<file path="src/rtl/irq_hub_pkg.sv">
package irq_hub_pkg;

    localparam int EVT_N  = 8;
    localparam int ADDR_W = 4;

    localparam logic [ADDR_W-1:0] ENABLE_ADDR = 4'h2;
    localparam logic [ADDR_W-1:0] STATUS_ADDR = 4'h3;

    typedef enum logic [1:0] {
        ST_IDLE = 2'd0,
        ST_HOLD = 2'd1,
        ST_POST = 2'd2
    } rd_state_e;

endpackage

</file>
<file path="src/rtl/irq_edge_det.sv">
module irq_edge_det #(
    parameter int WIDTH = 8
) (
    input  logic             clk,
    input  logic             rst_n,
    input  logic [WIDTH-1:0] lvl_i,
    output logic [WIDTH-1:0] rise_o
);

    logic [WIDTH-1:0] lvl_q;

    generate
        for (genvar b = 0; b < WIDTH; b++) begin : g_bit
            always_ff @(posedge clk or negedge rst_n) begin
                if (!rst_n) begin
                    lvl_q[b] <= 1'b0;
                end else begin
                    lvl_q[b] <= lvl_i[b];
                end
            end

            assign rise_o[b] = lvl_i[b] & ~lvl_q[b];
        end
    endgenerate

endmodule

</file>
<file path="src/rtl/irq_read_fsm.sv">
module irq_read_fsm
    import irq_hub_pkg::*;
(
    input  logic      clk,
    input  logic      rst_n,
    input  logic      soft_rst,
    input  logic      stat_rd_i,
    input  logic      rd_active_i,
    output logic      in_idle_o,
    output logic      in_hold_o,
    output logic      start_rd_o,
    output logic      clr_stat_o,
    output logic      post_pend_o,
    output rd_state_e state_o
);

    rd_state_e state_q, state_d;

    // state register
    always_ff @(posedge clk or negedge rst_n) begin
        if (!rst_n) begin
            state_q <= ST_IDLE;
        end else if (soft_rst) begin
            state_q <= ST_IDLE;
        end else begin
            state_q <= state_d;
        end
    end

    // next state and outputs
    always_comb begin
        state_d     = state_q;
        in_idle_o   = 1'b0;
        in_hold_o   = 1'b0;
        start_rd_o  = 1'b0;
        clr_stat_o  = 1'b0;
        post_pend_o = 1'b0;
        unique case (state_q)
            ST_IDLE: begin
                in_idle_o = 1'b1;
                if (stat_rd_i) begin
                    start_rd_o = 1'b1;
                    state_d    = ST_HOLD;
                end
            end
            ST_HOLD: begin
                in_hold_o = 1'b1;
                if (!rd_active_i) begin
                    clr_stat_o = 1'b1;
                    state_d    = ST_POST;
                end
            end
            ST_POST: begin
                post_pend_o = 1'b1;
                state_d     = ST_IDLE;
            end
            default: begin
                state_d = ST_IDLE;
            end
        endcase
    end

    assign state_o = state_q;


    hold_exit_chk: assert property (@(posedge clk) disable iff (!rst_n)
        (state_q == ST_HOLD && !rd_active_i && !soft_rst) |=> (state_q == ST_POST));

endmodule

</file>
<file path="src/rtl/irq_status_bank.sv">
module irq_status_bank
    import irq_hub_pkg::*;
#(
    parameter int WIDTH = 8
) (
    input  logic             clk,
    input  logic             rst_n,
    input  logic             soft_rst,
    input  logic [WIDTH-1:0] rise_i,
    input  logic             in_idle_i,
    input  logic             in_hold_i,
    input  logic             start_rd_i,
    input  logic             clr_stat_i,
    input  logic             post_pend_i,
    input  logic             en_wr_i,
    input  logic             en_rd_i,
    input  logic             stat_wr_i,
    input  logic [WIDTH-1:0] wdata_i,
    output logic [WIDTH-1:0] status_o,
    output logic [WIDTH-1:0] enable_o,
    output logic [WIDTH-1:0] rdata_o
);

    logic [WIDTH-1:0] status_q, status_d;
    logic [WIDTH-1:0] pend_q, pend_d;
    logic [WIDTH-1:0] enable_q;
    logic [WIDTH-1:0] rdata_q;

    // status and held-event update
    always_comb begin
        status_d = status_q;
        pend_d   = pend_q;
        if (in_idle_i) begin
            status_d = status_q | rise_i;
        end else if (in_hold_i) begin
            pend_d = pend_q | (rise_i & ~status_q);
            if (clr_stat_i) begin
                status_d = '0;
            end
        end else if (post_pend_i) begin
            status_d = pend_q | rise_i;
            pend_d   = '0;
        end
    end

    always_ff @(posedge clk or negedge rst_n) begin
        if (!rst_n) begin
            status_q <= '0;
            pend_q   <= '0;
        end else if (soft_rst) begin
            status_q <= '0;
            pend_q   <= '0;
        end else begin
            status_q <= status_d;
            pend_q   <= pend_d;
        end
    end

    always_ff @(posedge clk or negedge rst_n) begin
        if (!rst_n) begin
            enable_q <= '0;
        end else if (soft_rst) begin
            enable_q <= '0;
        end else if (en_wr_i) begin
            enable_q <= wdata_i;
        end
    end

    always_ff @(posedge clk or negedge rst_n) begin
        if (!rst_n) begin
            rdata_q <= '0;
        end else if (start_rd_i) begin
            rdata_q <= status_q | rise_i;
        end else if (en_rd_i) begin
            rdata_q <= enable_q;
        end
    end

    assign status_o = status_q;
    assign enable_o = enable_q;
    assign rdata_o  = rdata_q;


    capture_chk: assert property (@(posedge clk) disable iff (!rst_n)
        (in_idle_i && !soft_rst) |=> ((status_q & $past(rise_i)) == $past(rise_i)));


    pend_disjoint_chk: assert property (@(posedge clk) disable iff (!rst_n)
        in_hold_i |-> ((pend_q & status_q) == '0));


    enable_load_chk: assert property (@(posedge clk) disable iff (!rst_n)
        (en_wr_i && !soft_rst) |=> (enable_q == $past(wdata_i)));


    stat_wr_ignored_chk: assert property (@(posedge clk) disable iff (!rst_n)
        (stat_wr_i && in_idle_i && rise_i == '0 && !soft_rst) |=> (status_q == $past(status_q)));


    soft_clear_chk: assert property (@(posedge clk) disable iff (!rst_n)
        soft_rst |=> (enable_q == '0 && status_q == '0 && pend_q == '0));

endmodule

</file>
<file path="src/rtl/irq_event_hub.sv">
module irq_event_hub
    import irq_hub_pkg::*;
#(
    parameter int                 N_EVT  = EVT_N,
    parameter int                 A_W    = ADDR_W,
    parameter logic [A_W-1:0]     EN_AD  = ENABLE_ADDR,
    parameter logic [A_W-1:0]     ST_AD  = STATUS_ADDR
) (
    input  logic             clk,
    input  logic             rst_n,
    input  logic             soft_rst,
    input  logic [N_EVT-1:0] evt_in,
    input  logic             wr_en,
    input  logic             rd_en,
    input  logic [A_W-1:0]   addr,
    input  logic [N_EVT-1:0] wdata,
    input  logic             rd_active,
    output logic [N_EVT-1:0] rdata,
    output logic             irq
);

    logic [N_EVT-1:0] rise;
    logic [N_EVT-1:0] status;
    logic [N_EVT-1:0] enable;
    logic             in_idle, in_hold, start_rd, clr_stat, post_pend;
    logic             stat_rd, stat_wr, en_wr, en_rd;
    rd_state_e        state;

    assign stat_rd = rd_en & (addr == ST_AD);
    assign stat_wr = wr_en & (addr == ST_AD);
    assign en_wr   = wr_en & (addr == EN_AD);
    assign en_rd   = rd_en & (addr == EN_AD);

    irq_edge_det #(
        .WIDTH (N_EVT)
    ) u_edge (
        .clk    (clk),
        .rst_n  (rst_n),
        .lvl_i  (evt_in),
        .rise_o (rise)
    );

    irq_read_fsm u_fsm (
        .clk         (clk),
        .rst_n       (rst_n),
        .soft_rst    (soft_rst),
        .stat_rd_i   (stat_rd),
        .rd_active_i (rd_active),
        .in_idle_o   (in_idle),
        .in_hold_o   (in_hold),
        .start_rd_o  (start_rd),
        .clr_stat_o  (clr_stat),
        .post_pend_o (post_pend),
        .state_o     (state)
    );

    irq_status_bank #(
        .WIDTH (N_EVT)
    ) u_bank (
        .clk         (clk),
        .rst_n       (rst_n),
        .soft_rst    (soft_rst),
        .rise_i      (rise),
        .in_idle_i   (in_idle),
        .in_hold_i   (in_hold),
        .start_rd_i  (start_rd),
        .clr_stat_i  (clr_stat),
        .post_pend_i (post_pend),
        .en_wr_i     (en_wr),
        .en_rd_i     (en_rd),
        .stat_wr_i   (stat_wr),
        .wdata_i     (wdata),
        .status_o    (status),
        .enable_o    (enable),
        .rdata_o     (rdata)
    );

    assign irq = in_idle & (|(status & enable));


    read_release_chk: assert property (@(posedge clk) disable iff (!rst_n)
        (stat_rd && state == ST_IDLE && !soft_rst) |=> !irq);


    post_quiet_chk: assert property (@(posedge clk) disable iff (!rst_n)
        (state == ST_POST) |-> (!irq && status == '0));


    reset_quiet_chk: assert property (@(posedge clk) disable iff (!rst_n)
        $rose(rst_n) |-> !irq);

endmodule

</file>
<file path="config.mk">
export PLATFORM = sky130hd
export DESIGN_NAME = irq_event_hub
export DESIGN_NICKNAME = d
export VERILOG_FILES = /design/src/rtl/irq_hub_pkg.sv /design/src/rtl/irq_edge_det.sv /design/src/rtl/irq_read_fsm.sv /design/src/rtl/irq_status_bank.sv /design/src/rtl/irq_event_hub.sv
export SDC_FILE = /design/constraint.sdc
export NUM_CORES = 1
export LEC_CHECK = 0
export ABC_AREA = 0
export BUFFER_PORTS_ARGS = -buffer_cell sky130_fd_sc_hd__clkbuf_2
export CORE_ASPECT_RATIO = 1.5
export CORE_MARGIN = 5
export CORE_UTILIZATION = 40
export DETAILED_ROUTE_END_ITERATION = 8
export REMOVE_ABC_BUFFERS = 1
export SKIP_LAST_GASP = 1
export SYNTH_ARGS = -nofsm -noshare
export SYNTH_HDL_FRONTEND = slang
export SYNTH_SLANG_ARGS = --single-unit
</file>
<file path="constraint.sdc">
create_clock -name clk -period 2 [get_ports clk]
set_input_delay 0.1 -clock clk [delete_from_list [all_inputs] [get_ports clk]]
set_output_delay 0.1 -clock clk [all_outputs]
set_load 0.02 [all_outputs]
</file>
; Word level (Yosys, flattened, before mapping)
; Cells that the tools add are included.
[totals]
register_bits = 42
output_inout_bits = 9
[classes]
n_eq_ne = 8
n_mux = 24
bitwise_logic = 26
reduce_logical = 9
[op_table]
columns = operator, n
row1 = two-way mux 8 bit, 13
row2 = bitwise OR 8 bit, 3
row3 = AND 8 bit, 2
row4 = AND 1 bit, 12
row5 = == test 4 x 2 -> 1 bit (second input constant), 2
row6 = NOT 1 bit, 8
row7 = NOT 8 bit, 1
row8 = OR reduction 8 bit, 1
row9 = two-way mux 1 bit, 7
row10 = two-way mux 2 bit, 3
row11 = != test 3 bit (second input constant), 2
row12 = AND reduction 2 bit, 3
row13 = != test 4 x 3 -> 1 bit (second input constant), 1
row14 = one-hot mux 2 bit (2 select lines), 1
row15 = nonzero test 2 bit, 2
row16 = nonzero test 4 bit, 1
row17 = nonzero test 3 bit, 1
row18 = == test 2 x 1 -> 1 bit (second input constant), 1
row19 = == test 2 bit (second input constant), 1
row20 = zero test 2 bit, 1
row21 = != test 2 bit (second input constant), 1

; Logic depth before layout (Yosys ltp)
; Gate-level depths: netlist (run 1).
[depth]
ltp_word = 7
depth_mapped = 7
mapped_depth_nobuf = 6

; Cells and area by module
; Synthesis (run 1) repeated with hierarchy kept, for this count alone.
[hier_totals]
cells_unflattened = 192
area_unflattened_um2 = 2080.7
[modules_own_cells]
columns = module, n_inst, cells_per_inst, area_per_inst_um2, seq_area_each_um2
row1 = irq_status_bank, 1, 152, 1577.8, 800.8
row2 = irq_edge_det, 1, 16, 310.3, 200.2
row3 = irq_read_fsm, 1, 10, 107.6, 50.0
row4 = irq_event_hub, 1, 14, 85.1, 0.0

; Worst setup path before layout (run 1)
; OpenSTA, ideal clock, no wires.
[synth_path]
path_kind = register to register
startpoint = register u_fsm.state_q[0], in the netlist u_fsm.state_o[0]
endpoint = register u_bank.status_q[0], in the netlist u_bank.status_o[0]
arrival_ns = 1.469
setup_slack_ns = 0.410
path_stages_with_launch = 7
path_buffers = 1
synth_period_minus_slack_ns = 1.590
cell_sequence = dfrtp_1 > inv_1 > ha_1 > buf_4 > a211oi_4 > nor2_2 > a22o_2
[synth_between]
elab_chain_cells = 5
word_cells_on_any_way = 13
cone_classes = 3 x eq/ne / 7 x mux / 3 x reduce/logical
[synth_rtl]
columns = element, line_no
row1 = start: declaration, irq_read_fsm.sv:17  ; rd_state_e state_q, state_d;
row2 = start signal: assignment, irq_read_fsm.sv:26  ; state_q <= state_d;
row3 = == test 2 x 1 -> 1 bit, irq_read_fsm.sv:38  ; unique case (state_q)
row4 = two-way mux 1 bit, irq_read_fsm.sv:38
row5 = two-way mux 8 bit, irq_status_bank.sv:35  ; end else if (in_hold_i) begin
row6 = two-way mux 8 bit, irq_status_bank.sv:33  ; if (in_idle_i) begin
row7 = two-way mux 8 bit, irq_status_bank.sv:50  ; end else if (soft_rst) begin
row8 = end signal: assignment, irq_status_bank.sv:54  ; status_q <= status_d;
row9 = end: declaration, irq_status_bank.sv:24  ; logic [WIDTH-1:0] status_q, status_d;
; Parallel ways exist; a longest one is shown, timed or not.
; A chain may end at the register's enable or synchronous reset.

; Final worst setup path (run 1)
[layout_path]
startpoint = register u_fsm.state_q[1], in the netlist u_fsm.state_o[1]
endpoint = output irq
[layout_between]
elab_chain_cells = 3
[layout_rtl]
columns = element, line_no
row1 = zero test 2 bit, irq_read_fsm.sv:38
row2 = two-way mux 1 bit, irq_read_fsm.sv:38
row3 = AND 1 bit, irq_event_hub.sv:78  ; assign irq = in_idle & (|(status & enable));
row4 = end: declaration, irq_event_hub.sv:19  ; output logic irq
; No other way between the ends.

==> metrics.txt, run 1 <==
status=finished, final reports clean; PwrDens=821 nW/um2; post-synth top area share=54.0%; largest fanout on the critical path=9; via count=1599; DP Wirelength=3.72 mm; Final Hold Viols=0; Syn Inst Count=177; die area=6390 um2; Core Region=4770 um2; Initial Utilization=40.8%; slew of the pin with the lowest slew margin=617 ps; Sw Ratio=26.5%; CTS max path bufs=2; minimum clock period=1830 ps; PortBufs=34; met3 usage=3.89%; initial antenna violation count=0; clock sink total=42; number of flops mapped to enable cells by yosys=0; Hold Crit Class=input port to register; Syn-to-layout area delta=24.2%; drt total wl=4.70 mm; fmax=0.547 GHz; overall power consumption=1.98 mW; net switching power=0.525 mW; Worst-Skew Late Latency=300 ps; Antenna Cells=0; synthesized flop and latch total=42; drt wl/cell=16.0 um; Commonest cells post-synth=42 x dfrtp_1, 19 x nor2_1, 16 x o21ai_0; vias in the first global route=1622; total global-route track usage=16.2%; grt met1 use=18.9%; Critical Path Start Type=register; share of cells above drive strength 1=30.0%; placed insts=277; postcts setup bufs=0; # IOs=35; # setup viols final=0; crit path DAT=1730 ps; GR Layer Usage met2=28.5%; first-pass detailed-route iteration total=4; Setup TNS=0 ps; Final Max Slew Viols=0; Mapped Area=1950 um2; GPL Wtd Cong=0.759; fraction of registers with async set/reset=100%; VDD IR max=409 uV; H-tree depth=2; sequential share of power=49.6%; Worst R2R Path Depth=6; area occupied by multi-input gates=840 um2; floorplan row count=31; Die Ht=95.4 um; MaxCap Viol Count=0; worst hold stages=2; largest net degree at the start of global routing=19; global-route wire length before repair=7.87 mm; most common cell in the netlist=dfrtp_1; CTS tree=built; Layout Utilization=50.7%; grt ovf=0; Rel. slew slack=58.8%; Synth Warn #=0; unrepaired setup endpoints after global routing=false; die extent in x=67.0 um; Synth cell types=32; period utilisation layout=91.5%; Comb pwr share=16.1%; Filler Cells Inserted=469; clock group share of total power=34.4%; ys flop type=dfrtp_1; register area share after synthesis=54.0%; Num CTS Buffers=5; CTS clk-pin slew, worst paths=70 ps; fin cells=293; P_int=1.46 mW; Reg area=1050 um2; DP Worst Slack=236 ps; worst clock skew=7.09 ps; largest area contributor in the netlist=dfrtp_1; WS Path Type=register to output port; Post-DRT Antenna Nets=0; CTS Root Cell=clkbuf_8; Setup WS post-layout=170 ps; Worst Setup End Kind=output port; Syn Area/Cell=11.0 um2; GRT busiest layer=met2; Vias/cell=5.46; worst path required time=1900 ps; Iter 0 DRT Violations=64; DRC viols=0; Synth area leaders=dfrtp_1 54%, a22o_1 4.9%, o21ai_0 4.1%; Leak=1.11 nW; fin nets=257
==> kinds of logic after synthesis <==
group                      Yosys count  share of synthesized area [%]
AOI/OAI and AO/OA                   75                           27.6
muxes                                1                          0.514
buffers and inverters               11                           3.02
adders and majority gates            4                           2.57
and+or+nand+nor                     44                           12.3
DFF                                 42                           54.0
==> power groups by stage <==
stage	sequential (mW)	combinational (mW)	clock, mW
2_1_floorplan	1.03	0.127	0
3_3_place_gp	0.996	0.304	0
6_report	0.983	0.319	0.682
3_5_place_dp	0.999	0.312	0
5_1_grt	0.992	0.353	0.727
4_1_cts	0.984	0.326	0.697
==> flip-flops by register name, indices dropped and copies added, names as in the netlist <==
register,count
u_bank.rdata_o,8
u_fsm.state_o,2
u_bank.status_o,8
u_bank.enable_o,8
u_edge.lvl_q,8
u_bank.pend_q,8
==> worst paths after layout <==
kind	start	endpoint	slack [ps]
max in group asynchronous	rst_n	u_fsm.state_o[1]	1230
hold / removal	wdata[5]	u_bank.enable_o[5]	20
min in group asynchronous	rst_n	u_bank.status_o[5]	230
setup reg to reg	u_fsm.state_o[1]	u_bank.pend_q[1]	240
setup / recovery	u_fsm.state_o[1]	irq	170
hold reg to reg	u_bank.pend_q[3]	u_bank.pend_q[3]	510
==> placed cells by master (no fill, tap or decap) <==
cell type and count:
dfrtp_1 42, clkbuf_2 34, nor2_1 19, o21ai_0 16, a22o_1 11, a21oi_1 10
nor2b_1 9, dlygate4sd3_1 9, a31o_2 8, o22ai_1 8, nor3b_1 8, o21a_1 8
buf_4 8, clkbuf_8 6, a22o_2 5, a22oi_1 4, inv_1 3, ha_1 3
a31oi_1 2, a41oi_1 1, and4bb_1 1, nand2b_1 1, or2_2 1, a21oi_2 1
nand2_2 1, a211oi_4 1, nor2_2 1, nand2_1 1, nor4_1 1, nor3_1 1
mux2i_1 1, ha_2 1, bufinv_16 1
==> stage by stage <==
stage               hold slack, ps  instance area (um2)
floorplan                     -196                 1900
global placement              11.0                 2210
detailed placement            7.98                 2210
CTS                           8.40                 2410
global route                  13.3                 2420
finish                        17.9                 2420
==> repair_timing <==
action / in CTS / in global routing
endpoints found under the hold margin: 19 / 0
hold buffers: 9 / 0
resized for setup: 0 / 1
setup endpoints to repair: 0 / 1
==> metal layers <==
layer  routed length, um  up-vias  share of wire (%)
li1                    -      763                  -
met1                1950      788                 42
met2                2480       39                 53
met3                 182        9                3.9
met4                  82        0                1.7
met5                   0        -                  0
==> final cells by class <==
type                    instances  share of cell area (%)
inverters                       3                   0.466
clock buffers                   6                    3.42
well taps                      66                    3.42
repair buffers                 51                    13.3
clock inverters                 1                    1.24
multi-input cells             124                    34.7
flip-flops and latches         42                    43.5
==> worst max-delay path: stages (launching register included) <==
cell and delay (ps):
dfrtp_1 400, inv_1 110, ha_2 250, inv_1 80
buf_4 170, a41oi_1 210, clkbuf_2 210
Power figures use the tool's default switching activity.
==> inputs of run 2 (changes only) <==
- PLACE_DENSITY: default -> 0.69
- clock period: 2 -> 1.85 ns (I/O delays scaled with it)
==> metrics.txt, run 2 (same netlist as run 1, synthesis figures left out) <==
status=finished, final reports clean; Placement Cell Area=2220 um2; Antenna Cells=0; first-pass detailed-route iteration total=4; Initial Utilization=40.8%; Syn-to-layout area delta=25.8%; CP Capture Point=u_bank.pend_q[4]; Critical Path Start Type=register; fin area=2450 um2; Vias/cell=5.06; area occupied by multi-input gates=847 um2; DP Wirelength=3.26 mm; WS Path Type=register to register; die area=6390 um2; Hold Crit Class=input port to register; initial antenna violation count=0; fin nets=261; CTS max path bufs=2; Reg area=1050 um2; Filler Cells Inserted=431; overall power consumption=2.02 mW; total global-route track usage=15.4%; worst path required time=2080 ps; PortBufs=34; CTS clk-pin slew, worst paths=80 ps; Worst-Skew Late Latency=290 ps; worst clock skew=1.76 ps; Setup WS post-layout=100 ps; H-tree depth=2; largest fanout on the critical path=9; period utilisation layout=94.6%; Worst Setup End Kind=register; DRC viols=0; CTS Root Cell=clkbuf_8; minimum clock period=1750 ps; floorplan row count=31; drt wl/cell=14.5 um; r2r endpoint=u_bank.pend_q[4]; Final Max Slew Viols=0; clock sink total=42; GPL Wtd Cong=0.787; crit path DAT=1980 ps; r2r startpoint=u_fsm.state_o[1]; slew of the pin with the lowest slew margin=631 ps; Leak=1.12 nW; Post-DRT Antenna Nets=0; MaxCap Viol Count=0; CTS tree=built; unrepaired setup endpoints after global routing=true; Die Ht=95.4 um; Final Hold Viols=0; most common cell after layout, fill and taps aside=dfrtp_1; most frequent cells in the layout=42 x dfrtp_1, 33 x clkbuf_2, 19 x nor2_1, 16 x o21ai_0; grt ovf=0; r2r setup slk=100 ps; Worst R2R Path Depth=6; DP Worst Slack=97.3 ps; # IOs=35; VDD IR max=516 uV; Setup TNS=0 ps; # setup viols final=0; die extent in x=67.0 um; vias in the first global route=1609; via count=1508; global-route wire length before repair=7.56 mm; drt total wl=4.33 mm; crit path launch=u_fsm.state_o[1]; fmax=0.571 GHz; PwrDens=825 nW/um2; Rel. slew slack=57.9%; share of cells above drive strength 1=31.0%; Core Region=4770 um2; Num CTS Buffers=5; largest net degree at the start of global routing=23; Iter 0 DRT Violations=37
## run 2: where the power goes
| group | internal (mW) | switching, mW | leakage (nW) |
|---|---|---|---|
| Sequential | 0.996 | 0.0634 | 0.540 |
| Combinational | 0.154 | 0.194 | 0.535 |
| Clock | 0.300 | 0.313 | 0.0472 |
| Total | 1.45 | 0.570 | 1.12 |
## run 2: cell type report
type,instances,share of cell area [%]
Inverter,3,0.460
Timing Repair Buffer,55,14.8
Sequential cell,42,42.9
Tap cell,66,3.37
Clock buffer,6,3.37
Clock inverter,2,0.511
Multi-Input combinational cell,124,34.6
## run 2: worst max-delay path, cell delays in order (launching register included)
cell and delay [ps]:
dfrtp_1 400, inv_1 110, ha_1 230, nor2_1 60, buf_4 160, a21oi_1 520
o21a_1 210
## run 2: metrics by stage
step	hold WS (ps)	util, %	cells
5_1_grt	5.59	51.3	298
6_report	11.4	51.3	298
4_1_cts	0.923	51.1	298
3_5_place_dp	94.6	46.5	278
2_1_floorplan	-203	-	169
3_3_place_gp	83.5	46.5	278
## run 2: timing repair
item                                    in CTS  in global routing
hold buffers                                11                  0
endpoints found under the setup margin       1                  3
buffers inserted                             1                  0
endpoints found under the hold margin       52                  0
resized for setup                            2                  3
gates cloned                                 0                  0
## run 2: worst min path at each step
stage                  start            endpoint  slack, ps  cells after the start
finish              wdata[3]  u_bank.enable_o[3]         10                      2
detailed placement     rst_n     u_edge.lvl_q[5]         90                      2
global route        wdata[5]  u_bank.enable_o[5]          6                      2
floorplan              rst_n  u_bank.enable_o[0]       -200                      0
global placement       rst_n     u_edge.lvl_q[5]         80                      2
CTS                 wdata[3]  u_bank.enable_o[3]        0.9                      2
## run 2: layer usage
metal	global-route usage, %	share of wire [%]	routed length (um)
met1	18.9	45	1930
met2	26.7	51	2190
met3	2.48	3.1	135
met4	5.75	1.5	63
met5	0	0	0
==> inputs of run 3 (changes only) <==
- CORE_ASPECT_RATIO: 1.5 -> default
- CORE_UTILIZATION: 40 -> 55
- PLACE_DENSITY: 0.69 -> 0.88
==> metrics.txt, run 3 (same netlist as run 1, synthesis figures left out) <==
status=finished, final reports clean; VDD IR max=454 uV; initial antenna violation count=0; worst path required time=1760 ps; largest net degree at the start of global routing=19; first-pass detailed-route iteration total=4; Worst R2R Path Depth=6; vias in the first global route=1698; share of cells above drive strength 1=28.9%; die extent in x=69.5 um; Hold WS=89.1 ps; r2r setup slk=170 ps; Core Region=3390 um2; DRC viols=0; via count=1658; cell chain of the critical path=inv_1 > ha_1 > inv_2 > a41oi_1 > clkbuf_2; CTS Root Cell=clkbuf_4; CP delay by family, top=buffers and inverters; CTS clk-pin slew, worst paths=120 ps; total global-route track usage=20.5%; r2r startpoint=u_fsm.state_o[1]; # setup viols final=0; Critical Path Start Type=register; Antenna Cells=0; worst clock skew=6.64 ps; Iter 0 DRT Violations=189; Initial Utilization=57.4%; grt ovf=0; Setup TNS=0 ps; CTS tree=built; minimum clock period=1740 ps; clock sink total=42; PortBufs=34; WP buf/inv=3; # IOs=35; WS Path Type=register to output port; Worst-Skew Late Latency=360 ps; die area=4830 um2; Final Hold Viols=0; unrepaired setup endpoints after global routing=true; fin cells=281; Hold Crit Class=input port to register; Leak=1.12 nW; crit path DAT=1650 ps; fmax=0.575 GHz; slowest stage delay, CP=430 ps; placed insts=256; Setup WS post-layout=111 ps; Num CTS Buffers=5; r2r endpoint=u_bank.pend_q[5]; Final Max Slew Viols=0; period utilisation layout=94.0%; Die Ht=69.5 um; most common cell after layout, fill and taps aside=dfrtp_1; floorplan row count=21; Syn-to-layout area delta=24.4%; largest fanout on the critical path=10; global-route wire length before repair=7.96 mm; worst hold stages=2; fin nets=264; H-tree depth=2; PwrDens=785 nW/um2; DP Worst Slack=99.5 ps; Post-DRT Antenna Nets=0; most frequent cells in the layout=42 x dfrtp_1, 34 x clkbuf_2, 19 x nor2_1, 17 x dlygate4sd3_1, 16 x o21ai_0; DP Wirelength=3.22 mm; WHS Endpoint=u_fsm.state_o[1]; GPL Wtd Cong=0.796; hold_sp=soft_rst; Slowest-stage cell, CP=dfrtp_1; drt total wl=4.55 mm; Worst Setup End Kind=output port; Vias/cell=5.90; Rel. slew slack=59.7%; drt wl/cell=16.2 um; MaxCap Viol Count=0; slew of the pin with the lowest slew margin=604 ps; WP depth=5; CTS max path bufs=2
## run 3: worst register-to-register path, cell delays in order, from the launching register on
cell and delay [ps]:
dfrtp_1 390, inv_1 80, ha_1 230, or2_2 340, a21oi_4 270, nor3b_1 100
o21a_1 170
## run 3: worst max path at each step
stage,to,from,slack [ps]
global placement,u_bank.pend_q[7],u_fsm.state_o[0],160
global route,irq,u_fsm.state_o[1],-7
detailed placement,u_bank.pend_q[3],u_fsm.state_o[1],100
CTS,irq,u_fsm.state_o[0],30
floorplan,u_bank.pend_q[0],u_fsm.state_o[0],-7
finish,irq,u_fsm.state_o[0],110
## run 3: layer usage
layer | vias up | global-route usage, % | routed length (um)
met5 | - | 0 | 0
met4 | 0 | 8.03 | 69
met3 | 9 | 6.09 | 330
met2 | 71 | 32.5 | 2310
met1 | 804 | 26.2 | 1840
li1 | 774 | - | -
## run 3: report_power, final
part	leakage (nW)	total (mW)	switching, mW	internal [mW]
logic	0.541	0.361	0.200	0.161
registers	0.540	1.06	0.0661	0.996
clock network	0.0353	0.477	0.293	0.184
total	1.12	1.90	0.559	1.34
## run 3: per-stage QoR
step / power [mW] / utilization [%] / instance area, um2
floorplan: 1.26 / - / 1900
global placement: 1.39 / 64.3 / 2180
detailed placement: 1.41 / 64.3 / 2180
CTS: 1.91 / 71.1 / 2410
global route: 2.00 / 71.4 / 2420
finish: 1.90 / 71.4 / 2420
## run 3: timing repair
item                                    4_1_cts  5_1_grt
setup buffers                                 0        0
endpoints found under the setup margin        0        9
hold buffers                                 17        0
endpoints found under the hold margin        43        0
gates resized for setup                       0        3
## run 3: layout make-up
cell class	count	area [um2]
Tap cell	46	57.6
Clock inverter	1	5.00
Fill cell	260	968
Sequential cell	42	1050
Timing Repair Buffer	58	393
Multi-Input combinational cell	124	848
Clock buffer	7	55.1
Inverter	3	11.3
